$ cat src/rtl/cmp_flag_pkg.sv
package cmp_flag_pkg;

    typedef enum logic [1:0] {
        ST_OFF        = 2'd0,
        ST_RUN        = 2'd1,
        ST_STOP_EDGE  = 2'd2,
        ST_STOP_LEVEL = 2'd3
    } cmp_mode_e;

    // register bit positions
    localparam int BIT_OUT      = 0;
    localparam int BIT_FLAG_LO  = 1;  // went low; went high is BIT_FLAG_LO + 1
    localparam int BIT_IE_LO    = 3;  // fall enable; rise enable is BIT_IE_LO + 1
    localparam int NUM_FLAGS    = 2;
    localparam int USED_BITS    = 5;

endpackage

$ cat src/rtl/cmp_sync.sv
module cmp_sync #(
    parameter int STAGES = 2
) (
    input  logic clk,
    input  logic rst_n,
    input  logic raw_i,
    output logic lvl_o,
    output logic prev_o
);
    logic [STAGES-1:0] chain_q;
    logic              prev_q;

    generate
        for (genvar s = 0; s < STAGES; s++) begin : g_stage
            if (s == 0) begin : g_first
                always_ff @(posedge clk or negedge rst_n) begin
                    if (!rst_n) chain_q[s] <= 1'b0;
                    else        chain_q[s] <= raw_i;
                end
            end else begin : g_next
                always_ff @(posedge clk or negedge rst_n) begin
                    if (!rst_n) chain_q[s] <= 1'b0;
                    else        chain_q[s] <= chain_q[s-1];
                end
            end
        end
    endgenerate

    always_ff @(posedge clk or negedge rst_n) begin
        if (!rst_n) prev_q <= 1'b0;
        else        prev_q <= chain_q[STAGES-1];
    end

    assign lvl_o  = chain_q[STAGES-1];
    assign prev_o = prev_q;

    // the delayed copy trails the synchronized level by one cycle
    p_prev_trails_r1: assert property (@(posedge clk) disable iff (!rst_n)
        $rose(lvl_o) |=> prev_o);

endmodule

$ cat src/rtl/cmp_mode_fsm.sv
module cmp_mode_fsm
    import cmp_flag_pkg::*;
(
    input  logic      clk,
    input  logic      rst_n,
    input  logic      enable_i,
    input  logic      stop_i,
    input  logic      stop_edge_i,
    output cmp_mode_e mode_o,
    output logic      edge_en_o,
    output logic      level_en_o
);
    cmp_mode_e state_q, state_d;
    cmp_mode_e stop_pick;

    assign stop_pick = stop_edge_i ? ST_STOP_EDGE : ST_STOP_LEVEL;

    always_comb begin
        state_d = state_q;
        unique case (state_q)
            ST_OFF: begin
                if (enable_i) state_d = ST_RUN;                  // power_up
            end
            ST_RUN: begin
                if (!enable_i)   state_d = ST_OFF;               // shut_down
                else if (stop_i) state_d = stop_pick;            // enter_stop
            end
            ST_STOP_EDGE, ST_STOP_LEVEL: begin
                if (!enable_i)   state_d = ST_OFF;               // shut_down
                else if (!stop_i) state_d = ST_RUN;              // leave_stop
                else             state_d = stop_pick;            // reselect
            end
            default: state_d = ST_OFF;
        endcase
    end

    always_ff @(posedge clk or negedge rst_n) begin
        if (!rst_n) state_q <= ST_OFF;
        else        state_q <= state_d;
    end

    always_comb begin
        edge_en_o  = 1'b0;
        level_en_o = 1'b0;
        unique case (state_q)
            ST_OFF:        ;
            ST_RUN:        edge_en_o  = 1'b1;
            ST_STOP_EDGE:  edge_en_o  = 1'b1;
            ST_STOP_LEVEL: level_en_o = 1'b1;
            default:       ;
        endcase
    end

    assign mode_o = state_q;

    p_off_follows_r7: assert property (@(posedge clk) disable iff (!rst_n)
        !enable_i |=> mode_o == ST_OFF);
    p_level_entry_r9: assert property (@(posedge clk) disable iff (!rst_n)
        (enable_i && stop_i && !stop_edge_i && mode_o != ST_OFF) |=> mode_o == ST_STOP_LEVEL);
    p_edge_entry_r8: assert property (@(posedge clk) disable iff (!rst_n)
        (enable_i && stop_i && stop_edge_i && mode_o != ST_OFF) |=> mode_o == ST_STOP_EDGE);

endmodule

$ cat src/rtl/cmp_flag_cell.sv
module cmp_flag_cell
    import cmp_flag_pkg::*;
#(
    parameter bit POL = 1'b1   // 1: went-high flag, 0: went-low flag
) (
    input  logic      clk,
    input  logic      rst_n,
    input  cmp_mode_e mode_i,
    input  logic      edge_en_i,
    input  logic      level_en_i,
    input  logic      lvl_i,
    input  logic      prev_i,
    input  logic      clr_i,
    output logic      flag_o
);
    logic set_w;
    logic flag_q;

    assign set_w = (edge_en_i  && (lvl_i != prev_i) && (lvl_i == POL)) ||
                   (level_en_i && (lvl_i == POL));

    always_ff @(posedge clk or negedge rst_n) begin
        if (!rst_n)                flag_q <= 1'b0;
        else if (mode_i == ST_OFF) flag_q <= 1'b0;
        else if (set_w)            flag_q <= 1'b1;   // set beats clear
        else if (clr_i)            flag_q <= 1'b0;
    end

    assign flag_o = flag_q;

    p_set_wins_r4: assert property (@(posedge clk) disable iff (!rst_n)
        (set_w && clr_i) |=> flag_o);
    p_w1c_r3: assert property (@(posedge clk) disable iff (!rst_n)
        (clr_i && !set_w) |=> !flag_o);
    p_sticky_r1: assert property (@(posedge clk) disable iff (!rst_n)
        (flag_o && !clr_i && mode_i != ST_OFF) |=> flag_o);
    p_off_clear_r7: assert property (@(posedge clk) disable iff (!rst_n)
        (mode_i == ST_OFF) |=> !flag_o);

endmodule

$ cat src/rtl/cmp_flag_stat.sv
module cmp_flag_stat
    import cmp_flag_pkg::*;
#(
    parameter int ADDR_W    = 2,
    parameter int DATA_W    = 8,
    parameter int STAT_ADDR = 0,
    parameter int SYNC_LEN  = 2
) (
    input  logic              clk,
    input  logic              rst_n,
    input  logic              cmp_raw_i,
    input  logic              enable_i,
    input  logic              invert_i,
    input  logic              stop_i,
    input  logic              stop_edge_i,
    input  logic [ADDR_W-1:0] reg_addr_i,
    input  logic [DATA_W-1:0] reg_wdata_i,
    input  logic              reg_we_i,
    output logic [DATA_W-1:0] reg_rdata_o,
    output logic              irq_o
);
    localparam logic [ADDR_W-1:0] HIT_ADDR = ADDR_W'(STAT_ADDR);

    logic                 lvl, prev;
    logic                 edge_en, level_en;
    cmp_mode_e            mode;
    logic                 hit, wr;
    logic [NUM_FLAGS-1:0] flags, ie_q, clr;

    assign hit = (reg_addr_i == HIT_ADDR);
    assign wr  = reg_we_i && hit;

    cmp_sync #(.STAGES(SYNC_LEN)) u_sync (
        .clk    (clk),
        .rst_n  (rst_n),
        .raw_i  (cmp_raw_i),
        .lvl_o  (lvl),
        .prev_o (prev)
    );

    cmp_mode_fsm u_fsm (
        .clk         (clk),
        .rst_n       (rst_n),
        .enable_i    (enable_i),
        .stop_i      (stop_i),
        .stop_edge_i (stop_edge_i),
        .mode_o      (mode),
        .edge_en_o   (edge_en),
        .level_en_o  (level_en)
    );

    generate
        for (genvar i = 0; i < NUM_FLAGS; i++) begin : g_flag
            assign clr[i] = wr && reg_wdata_i[BIT_FLAG_LO + i];
            cmp_flag_cell #(.POL(i == 1)) u_cell (
                .clk        (clk),
                .rst_n      (rst_n),
                .mode_i     (mode),
                .edge_en_i  (edge_en),
                .level_en_i (level_en),
                .lvl_i      (lvl),
                .prev_i     (prev),
                .clr_i      (clr[i]),
                .flag_o     (flags[i])
            );
        end
    endgenerate

    always_ff @(posedge clk or negedge rst_n) begin
        if (!rst_n)  ie_q <= '0;
        else if (wr) ie_q <= reg_wdata_i[BIT_IE_LO +: NUM_FLAGS];
    end

    always_comb begin
        reg_rdata_o = '0;
        if (hit) begin
            reg_rdata_o[BIT_OUT]                   = enable_i ? lvl : invert_i;
            reg_rdata_o[BIT_FLAG_LO +: NUM_FLAGS]  = flags;
            reg_rdata_o[BIT_IE_LO +: NUM_FLAGS]    = ie_q;
        end
    end

    assign irq_o = |(flags & ie_q);

    p_irq_needs_ie_r5: assert property (@(posedge clk) disable iff (!rst_n)
        irq_o |-> (ie_q != '0));
    p_irq_off_r5: assert property (@(posedge clk) disable iff (!rst_n)
        (mode == ST_OFF) |=> !irq_o);
    p_miss_zero_r10: assert property (@(posedge clk) disable iff (!rst_n)
        !hit |-> reg_rdata_o == '0);
    p_ie_hold_r10: assert property (@(posedge clk) disable iff (!rst_n)
        !wr |=> $stable(ie_q));

endmodule

$ cat config.mk
export PLATFORM = sky130hd
export DESIGN_NAME = cmp_flag_stat
export DESIGN_NICKNAME = d
export VERILOG_FILES = /design/src/rtl/cmp_flag_pkg.sv /design/src/rtl/cmp_sync.sv /design/src/rtl/cmp_mode_fsm.sv /design/src/rtl/cmp_flag_cell.sv /design/src/rtl/cmp_flag_stat.sv
export SDC_FILE = /design/constraint.sdc
export NUM_CORES = 1
export LEC_CHECK = 0
export ABC_AREA = 1
export BUFFER_PORTS_ARGS = -buffer_cell sky130_fd_sc_hd__buf_2
export CAP_MARGIN = 40
export CORE_AREA = 2 2 39 41
export CTS_CLUSTER_SIZE = 30
export DETAILED_ROUTE_END_ITERATION = 6
export DIE_AREA = 0 0 41 43
export GPL_TIMING_DRIVEN = 0
export PLACE_DENSITY = 0.78
export SLEW_MARGIN = 40
export SYNTH_ARGS = -nofsm -noshare
export SYNTH_HDL_FRONTEND = slang
export SYNTH_SLANG_ARGS = --single-unit
$ cat constraint.sdc
create_clock -name clk -period 2.5 [get_ports clk]
set_input_delay 0.5 -clock clk [delete_from_list [all_inputs] [get_ports clk]]
set_output_delay 0.5 -clock clk [all_outputs]
set_load 0.005 [all_outputs]
# [After elaboration in Yosys (flattened, before gate mapping)]
# Index checks and enable logic that the tools add are counted.
[word_totals] out_inout_bits=9 ff_bits=9 word_cells=50
[op_classes] n_eq_ne=6 reduce_logical=18 n_bitwise=2 muxes=17
[op_table] op="1-bit 2-to-1 mux" n=10
[op_table] op="2-bit 2-to-1 mux" n=5
[op_table] op="1-bit logical AND" n=8
[op_table] op="2-bit case mux with 3 select lines" n=1
[op_table] op="3-bit nonzero test" n=2
[op_table] op="2-bit OR reduction" n=3
[op_table] op="5-bit 2-to-1 mux" n=1
[op_table] op="2-bit == test (second input constant)" n=2
[op_table] op="2-bit zero test" n=2
[op_table] op="3-bit inequality test (second input constant)" n=1
[op_table] op="2-bit AND" n=1
[op_table] op="2-bit by 1-bit == test with 1-bit output (second input constant)" n=1
[op_table] op="1-bit logical OR" n=2
[op_table] op="2-bit inequality test (second input constant)" n=1
[op_table] op="2-bit AND reduction" n=1
[op_table] op="1-bit inequality test" n=1
[op_table] op="1-bit NOT" n=1

# [Longest topological paths before layout]
# Gate-level depths: netlist of the first run.
[depth] word_depth=8 ltp_mapped=8 depth_no_buf=8

# [Cells and area by module]
# A second synthesis of the first run with hierarchy kept.
[unflattened] cells_unflattened=89 area_unflattened_um2=635.6
[by_module_without_submodules] mod="cmp_mode_fsm" n_inst=1 area_each_um2=219.0 cells_per_inst=33
[by_module_without_submodules] mod="cmp_flag_stat" n_inst=1 area_each_um2=214.0 cells_per_inst=33
[by_module_without_submodules] mod="cmp_flag_cell" n_inst=2 area_each_um2=63.8 cells_per_inst=10
[by_module_without_submodules] mod="cmp_sync" n_inst=1 area_each_um2=75.1 cells_per_inst=3

# [Worst setup path after synthesis of the first run]
# Ideal clock, no wire load.
[synth_timing] path_type="input port to output port" startpoint="input reg_addr_i[1]" endpoint="output reg_rdata_o[0]" slack_ns=1.117 required_time_ns=2.000 cell_stages=3 path_buffers=0 arrival_ns=0.883 path_cell_list="nor2_2 -> o21ai_0 -> a21oi_1"
[synth_between] elab_chain_len=2
[synth_rtl] element="start: declaration" line="cmp_flag_stat.sv:16" source="input logic [ADDR_W-1:0] reg_addr_i,"
[synth_rtl] element="2-bit zero test" line="cmp_flag_stat.sv:30" source="assign hit = (reg_addr_i == HIT_ADDR);"
[synth_rtl] element="5-bit 2-to-1 mux" line="cmp_flag_stat.sv:76" source="if (hit) begin"
[synth_rtl] element="end: declaration" line="cmp_flag_stat.sv:19" source="output logic [DATA_W-1:0] reg_rdata_o,"
# No other way between the ends.

# [Final worst setup path of the first run]
# Same ends and word-level chain as after synthesis.

==> results of run 1 <==
==> logic make-up (layout without fill, tap and decap cells) <==
kind of cell               count (synthesis)  count (layout)  synth area share [%]
DFF                                        9               9                  39.8
buffers and inverters                     19              42                  14.6
and+or+nand+nor                           37              37                  27.4
adders and majority gates                  5               5                  11.1
AOI/OAI and AO/OA                          7               7                  6.42
other                                      1               3                 0.663
==> routing by layer <==
layer	part of all wire, %	vias to the layer above
li1	-	279
met1	37	229
met2	52	18
met3	9.0	4
met4	1.7	0
met5	0	-
==> synthesized netlist by cell type, drive strengths merged <==
| cell type | instances | area, sq um |
|---|---|---|
| ha | 5 | 62.6 |
| buf | 3 | 22.5 |
| dfrtp | 9 | 225 |
| o22ai | 1 | 6.26 |
| a21oi | 5 | 25.0 |
| nand2 | 20 | 77.6 |
| nand3 | 7 | 35.0 |
| inv | 16 | 60.1 |
| conb | 1 | 3.75 |
| o21ai | 1 | 5.00 |
| nor2 | 10 | 42.5 |
==> cells in the final DEF (no fill, tap or decap) <==
master	netlist	routed
buf_4	3	3
nor2_2	2	2
clkbuf_1	0	1
dfrtp_1	9	9
o22ai_1	1	1
inv_1	16	16
ha_1	5	5
o21ai_0	1	1
clkbuf_4	0	3
a21oi_1	5	5
nand3_1	7	7
buf_2	0	19
nand2_1	19	19
nor2_1	8	8
conb_1	1	3
nand2_2	1	1
==> stage by stage <==
stage          std cells  hold slack [ps]  util, %  instance area, sq um  power [mW]
6_report             119             75.4     51.6                   714       0.531
5_1_grt              119             85.8     51.6                   714       0.590
4_1_cts              119             73.8     51.6                   714       0.542
3_5_place_dp         115              337     49.7                   688       0.427
3_3_place_gp         115              335     49.7                   688       0.420
2_1_floorplan         80              204        -                   573       0.363
==> power by group through the flow <==
stage | logic [mW] | clock network [mW] | registers, mW
after floorplan | 0.162 | 0 | 0.201
after global placement | 0.215 | 0 | 0.204
after detailed placement | 0.222 | 0 | 0.206
after CTS | 0.223 | 0.116 | 0.203
after global routing | 0.263 | 0.119 | 0.207
final | 0.219 | 0.110 | 0.202
==> registers in the layout (all words and copies together), names as in the netlist <==
signal and count:
g_flag.u_cell.flag_o 2, ie_q 2, u_fsm.mode_o 2, u_sync.chain_q 1, u_sync.lvl_o 1, u_sync.prev_o 1
==> final timing paths <==
check                                                 endpoint  slack [ps]  cells after the start
hold reg to reg                         u_sync.lvl_o$_DFF_PN0_         350                      0
setup reg to reg           g_flag[1].u_cell.flag_o$_DFFE_PN0P_        1350                      6
setup / recovery                                reg_rdata_o[0]         870                      5
max in group asynchronous          u_fsm.mode_o[1]$_DFFE_PN0P_        2250                      1
hold / removal                             ie_q[0]$_DFFE_PN0P_          80                      1
min in group clk                        u_sync.lvl_o$_DFF_PN0_         350                      0
==> final cells by class <==
class                           count  area [sq um]  area share, %
Timing Repair Buffer               19          95.1           13.3
Sequential cell                     9           225           31.5
Multi-Input combinational cell     52           265           37.1
Inverter                           16          60.1           8.41
Clock buffer                        4          26.3           3.68
Buffer                              3          22.5           3.15
Tap cell                           16          20.0           2.80
==> flow_summary.ini, run 1 <==
[run_status]
status = complete, no violations

[routing]
wl_per_cell_um = 8.32
post_drt_via_cell_ratio = 4.45
vias = 530
wirelength_um = 990
drc = 0
initialDrtViolationCount = 4
postRouteAntennaNets = 0
drt_first_pass_iters = 4

[power_and_ir_drop]
p_sw_mw = 0.195
comb_power_share_pct = 41.2
p_seq_share_pct = 38.2
irDropWorstVdd_mv = 0.414
switching_share_pct = 36.7
power_leakage_nw = 0.424
internal_power_mw = 0.336
p_per_area_nw_per_um2 = 743
power.share.clock_pct = 20.7

[setup_path]
cp.arrival_ps = 1130
r2r-start = u_fsm.mode_o[0]$_DFFE_PN0P_
worstPathRequired_ps = 2000
cp_slowest_stage_delay_ps = 180
crit_chain = buf_2 -> nor2_2 -> o21ai_0 -> a21oi_1 -> buf_2
critPathKind = in2out
crit_top_cell = buf_2
cp-start-kind = input port
path_buf_inv = 2
slowest_stage = nor2_2
crit_fanout = 5
critPathTopFamily = buffers and inverters
crit_path_start = reg_addr_i[1]
crit_path_end_kind = output pin

[sta]
period_needed_ps = 1630
setup_slack_ps = 870
skew_ps = 4.68
tns_ps = 0
rsz0062_at_grt = no
finalCritPeriodShare_pct = 65.2
report.final.slew_viol_count = 0
setup_viol = 0
max_freq_mhz = 614
final-hold-violation-count = 0

[worst_hold_path]
hold_class = in2async

[synth]
yosys_warnings = 0
netlist_instances = 78
synth.distinct_cells = 13
synth.cell_area_sq_um = 566
synth.avg_cell_area_sq_um = 7.25
synth-seq-cells = 9
synth-seq-area-share_pct = 39.8

[floorplanning]
initial_core_util_pct = 40.9
core_sq_um = 1380
io_pins = 27
fp.dieW_um = 41
die_y_um = 43
row_count = 14
dieArea_sq_um = 1760

[clock_network]
post_cts_resize_count = 0
cts_setup_buffers = 0
cts_tree = done
h-tree-depth = 1
postCtsHoldBufs = 0
cts_buffer_depth = 2
clock_latency_ps = 260
numCtsBuffers = 3
root_buffer = clkbuf_4
cts.clk_slew.worst_paths_ps = 60
clock-sinks = 9

[run]
maxCapViolCount = 0

[place]
place_hpwl_um = 826
port_buffers = 19
place_congestion = 0.787
place_ws_ps = 864

[grt]
met1_usage_pct = 14.2
grt_use_total_pct = 14.3
grt_pass1_wl_mm = 1.68
grt_pass1_vias = 475
busiest_layer = met2
grt_use_met3_pct = 6.28
grt_max_degree = 10
grt-ovfl-total = 0
antenna_found_initial = 0
use_met2_pct = 24.1

[layout]
syn_to_final_growth_pct = 26.3
antenna_cells = 0
drive_gt1_share_pct = 27.2
fillers = 144
nets = 127
Power figures use the tool's default switching activity.
==> run 2: changes to the inputs <==
--- a/config.mk
+++ b/config.mk
@@ -8,12 +8,12 @@
 export ABC_AREA = 1
 export BUFFER_PORTS_ARGS = -buffer_cell sky130_fd_sc_hd__buf_2
 export CAP_MARGIN = 40
-export CORE_AREA = 2 2 39 41
+export CORE_AREA = 2 2 42 44
 export CTS_CLUSTER_SIZE = 30
 export DETAILED_ROUTE_END_ITERATION = 6
-export DIE_AREA = 0 0 41 43
+export DIE_AREA = 0 0 44 46
 export GPL_TIMING_DRIVEN = 0
-export PLACE_DENSITY = 0.78
+export PLACE_DENSITY = 0.72
 export SLEW_MARGIN = 40
 export SYNTH_ARGS = -nofsm -noshare
 export SYNTH_HDL_FRONTEND = slang
==> constraint.sdc (replaced) <==
create_clock -name clk -period 1.4 [get_ports clk]
set_input_delay 0.28 -clock clk [delete_from_list [all_inputs] [get_ports clk]]
set_output_delay 0.28 -clock clk [all_outputs]
set_load 0.005 [all_outputs]
==> run 2 against run 1 <==
Die area grew 15%. Via count shrank 4.2%. Final area grew 1.6%. Flip-flop and latch count is the same. Critical path depth shrank 2. Final cell count grew 1.7%. Clock-buffer cell count is the same. Sequential share of layout area shrank 0.49 points. Power grew 78%. Global-route usage shrank 2.4 points. Register-to-register slack lost 1100 ps. Clock skew shrank 0.81 ps. Critical path type is now reg2out.
==> flow_summary.ini, run 2 (synthesis results as in run 1) <==
[run_status]
status = complete, no violations

[routing]
initialDrtViolationCount = 1
postRouteAntennaNets = 0
post_drt_via_cell_ratio = 4.20
drc = 0
wl_per_cell_um = 8.21
wirelength_um = 993
vias = 508
drt_first_pass_iters = 2

[floorplanning]
initial_core_util_pct = 35.0
core_sq_um = 1610
dieArea_sq_um = 2020
row_count = 15
io_pins = 27
die_y_um = 46
fp.dieW_um = 44

[setup_path]
reg2reg_setup_slack_ps = 220
cp.arrival_ps = 960
cp-start-kind = flop
endpoint = reg_rdata_o[0]
crit_path_start = u_sync.lvl_o$_DFF_PN0_
worstPathRequired_ps = 1120
crit_path_end_kind = output pin
r2r-start = u_fsm.mode_o[0]$_DFFE_PN0P_
crit_fanout = 4
reg2reg_to = g_flag[1].u_cell.flag_o$_DFFE_PN0P_
critPathKind = reg2out
rr_worst_depth = 6

[sta]
setup_viol = 0
whs_ps = 135
finalCritPeriodShare_pct = 88.4
period_needed_ps = 1240
skew_ps = 3.87
rsz0062_at_grt = no
max_freq_mhz = 808
report.final.slew_viol_count = 0
tns_ps = 0
final-hold-violation-count = 0

[layout]
drive_gt1_share_pct = 26.9
utilization_pct = 45.0
postLayoutCellArea_sq_um = 726
mostFrequentLayoutCells = 19 x nand2_1, 19 x buf_2, 16 x inv_1
syn_to_final_growth_pct = 28.3
nets = 128
antenna_cells = 0

[power_and_ir_drop]
p_sw_mw = 0.343
comb_power_share_pct = 41.6
p_per_area_nw_per_um2 = 1300
power_leakage_nw = 0.428
irDropWorstVdd_mv = 0.856
p_seq_share_pct = 38.3
internal_power_mw = 0.602
switching_share_pct = 36.3
power.share.clock_pct = 20.1

[place]
port_buffers = 19
place_congestion = 0.803
place_hpwl_um = 811
placed_area_sq_um = 689

[clock_network]
cts_tree = done
root_buffer = clkbuf_4
cts.clk_slew.worst_paths_ps = 50
clock_latency_ps = 250
numCtsBuffers = 3
cts_buffer_depth = 2
clock-sinks = 9
postCtsHoldBufs = 1
post_cts_resize_count = 0
h-tree-depth = 1
cts_setup_buffers = 0

[grt]
grt_pass1_vias = 453
grt_pass1_wl_mm = 1.70
grt_use_total_pct = 11.8
antenna_found_initial = 0
grt_max_degree = 10
grt-ovfl-total = 0

[run]
maxCapViolCount = 0

[worst_hold_path]
hold_class = in2reg
[run 2: area by class of cell]
class,count,area (sq um)
flip-flops and latches,9,225
clock buffers,4,26.3
inverters,16,60.1
repair buffers,20,105
multi-input cells,52,265
well taps,17,21.3
fillers,165,888
plain buffers,3,22.5
[run 2: worst min-delay path by stage]
stage / endpoint / cells after the start / startpoint
5_1_grt: u_sync.chain_q[0]$_DFF_PN0_ / 1 / cmp_raw_i
3_3_place_gp: u_sync.chain_q[0]$_DFF_PN0_ / 1 / rst_n
2_1_floorplan: g_flag[0].u_cell.flag_o$_DFFE_PN0P_ / 0 / rst_n
3_5_place_dp: u_fsm.mode_o[1]$_DFFE_PN0P_ / 1 / rst_n
4_1_cts: u_sync.chain_q[0]$_DFF_PN0_ / 1 / cmp_raw_i
6_report: u_sync.chain_q[0]$_DFF_PN0_ / 1 / cmp_raw_i
[run 2: through the flow]
stage | power (mW) | worst slack [ps] | cells
final | 0.945 | 162 | 121
after global routing | 1.04 | 91.0 | 121
after CTS | 0.962 | 136 | 121
after detailed placement | 0.761 | 208 | 116
after global placement | 0.750 | 212 | 116
after floorplan | 0.648 | 333 | 80
[run 2: per-layer routing]
layer / wire [um] / GRT usage [%]
met3: 94 / 5.95
met4: 0 / 3.64
met2: 485 / 21.2
met5: 0 / 0
met1: 413 / 12.0
[run 2: power groups by stage]
stage          clock, mW  sequential (mW)  combinational (mW)
2_1_floorplan          0            0.359               0.289
3_3_place_gp           0            0.365               0.385
3_5_place_dp           0            0.367               0.394
4_1_cts            0.200            0.362               0.400
5_1_grt            0.208            0.370               0.464
6_report           0.190            0.362               0.393
[run 2: critical path: stages (launching register included)]
cell     delay, ps
dfrtp_1        370
inv_1           80
a21oi_1        130
buf_2          120
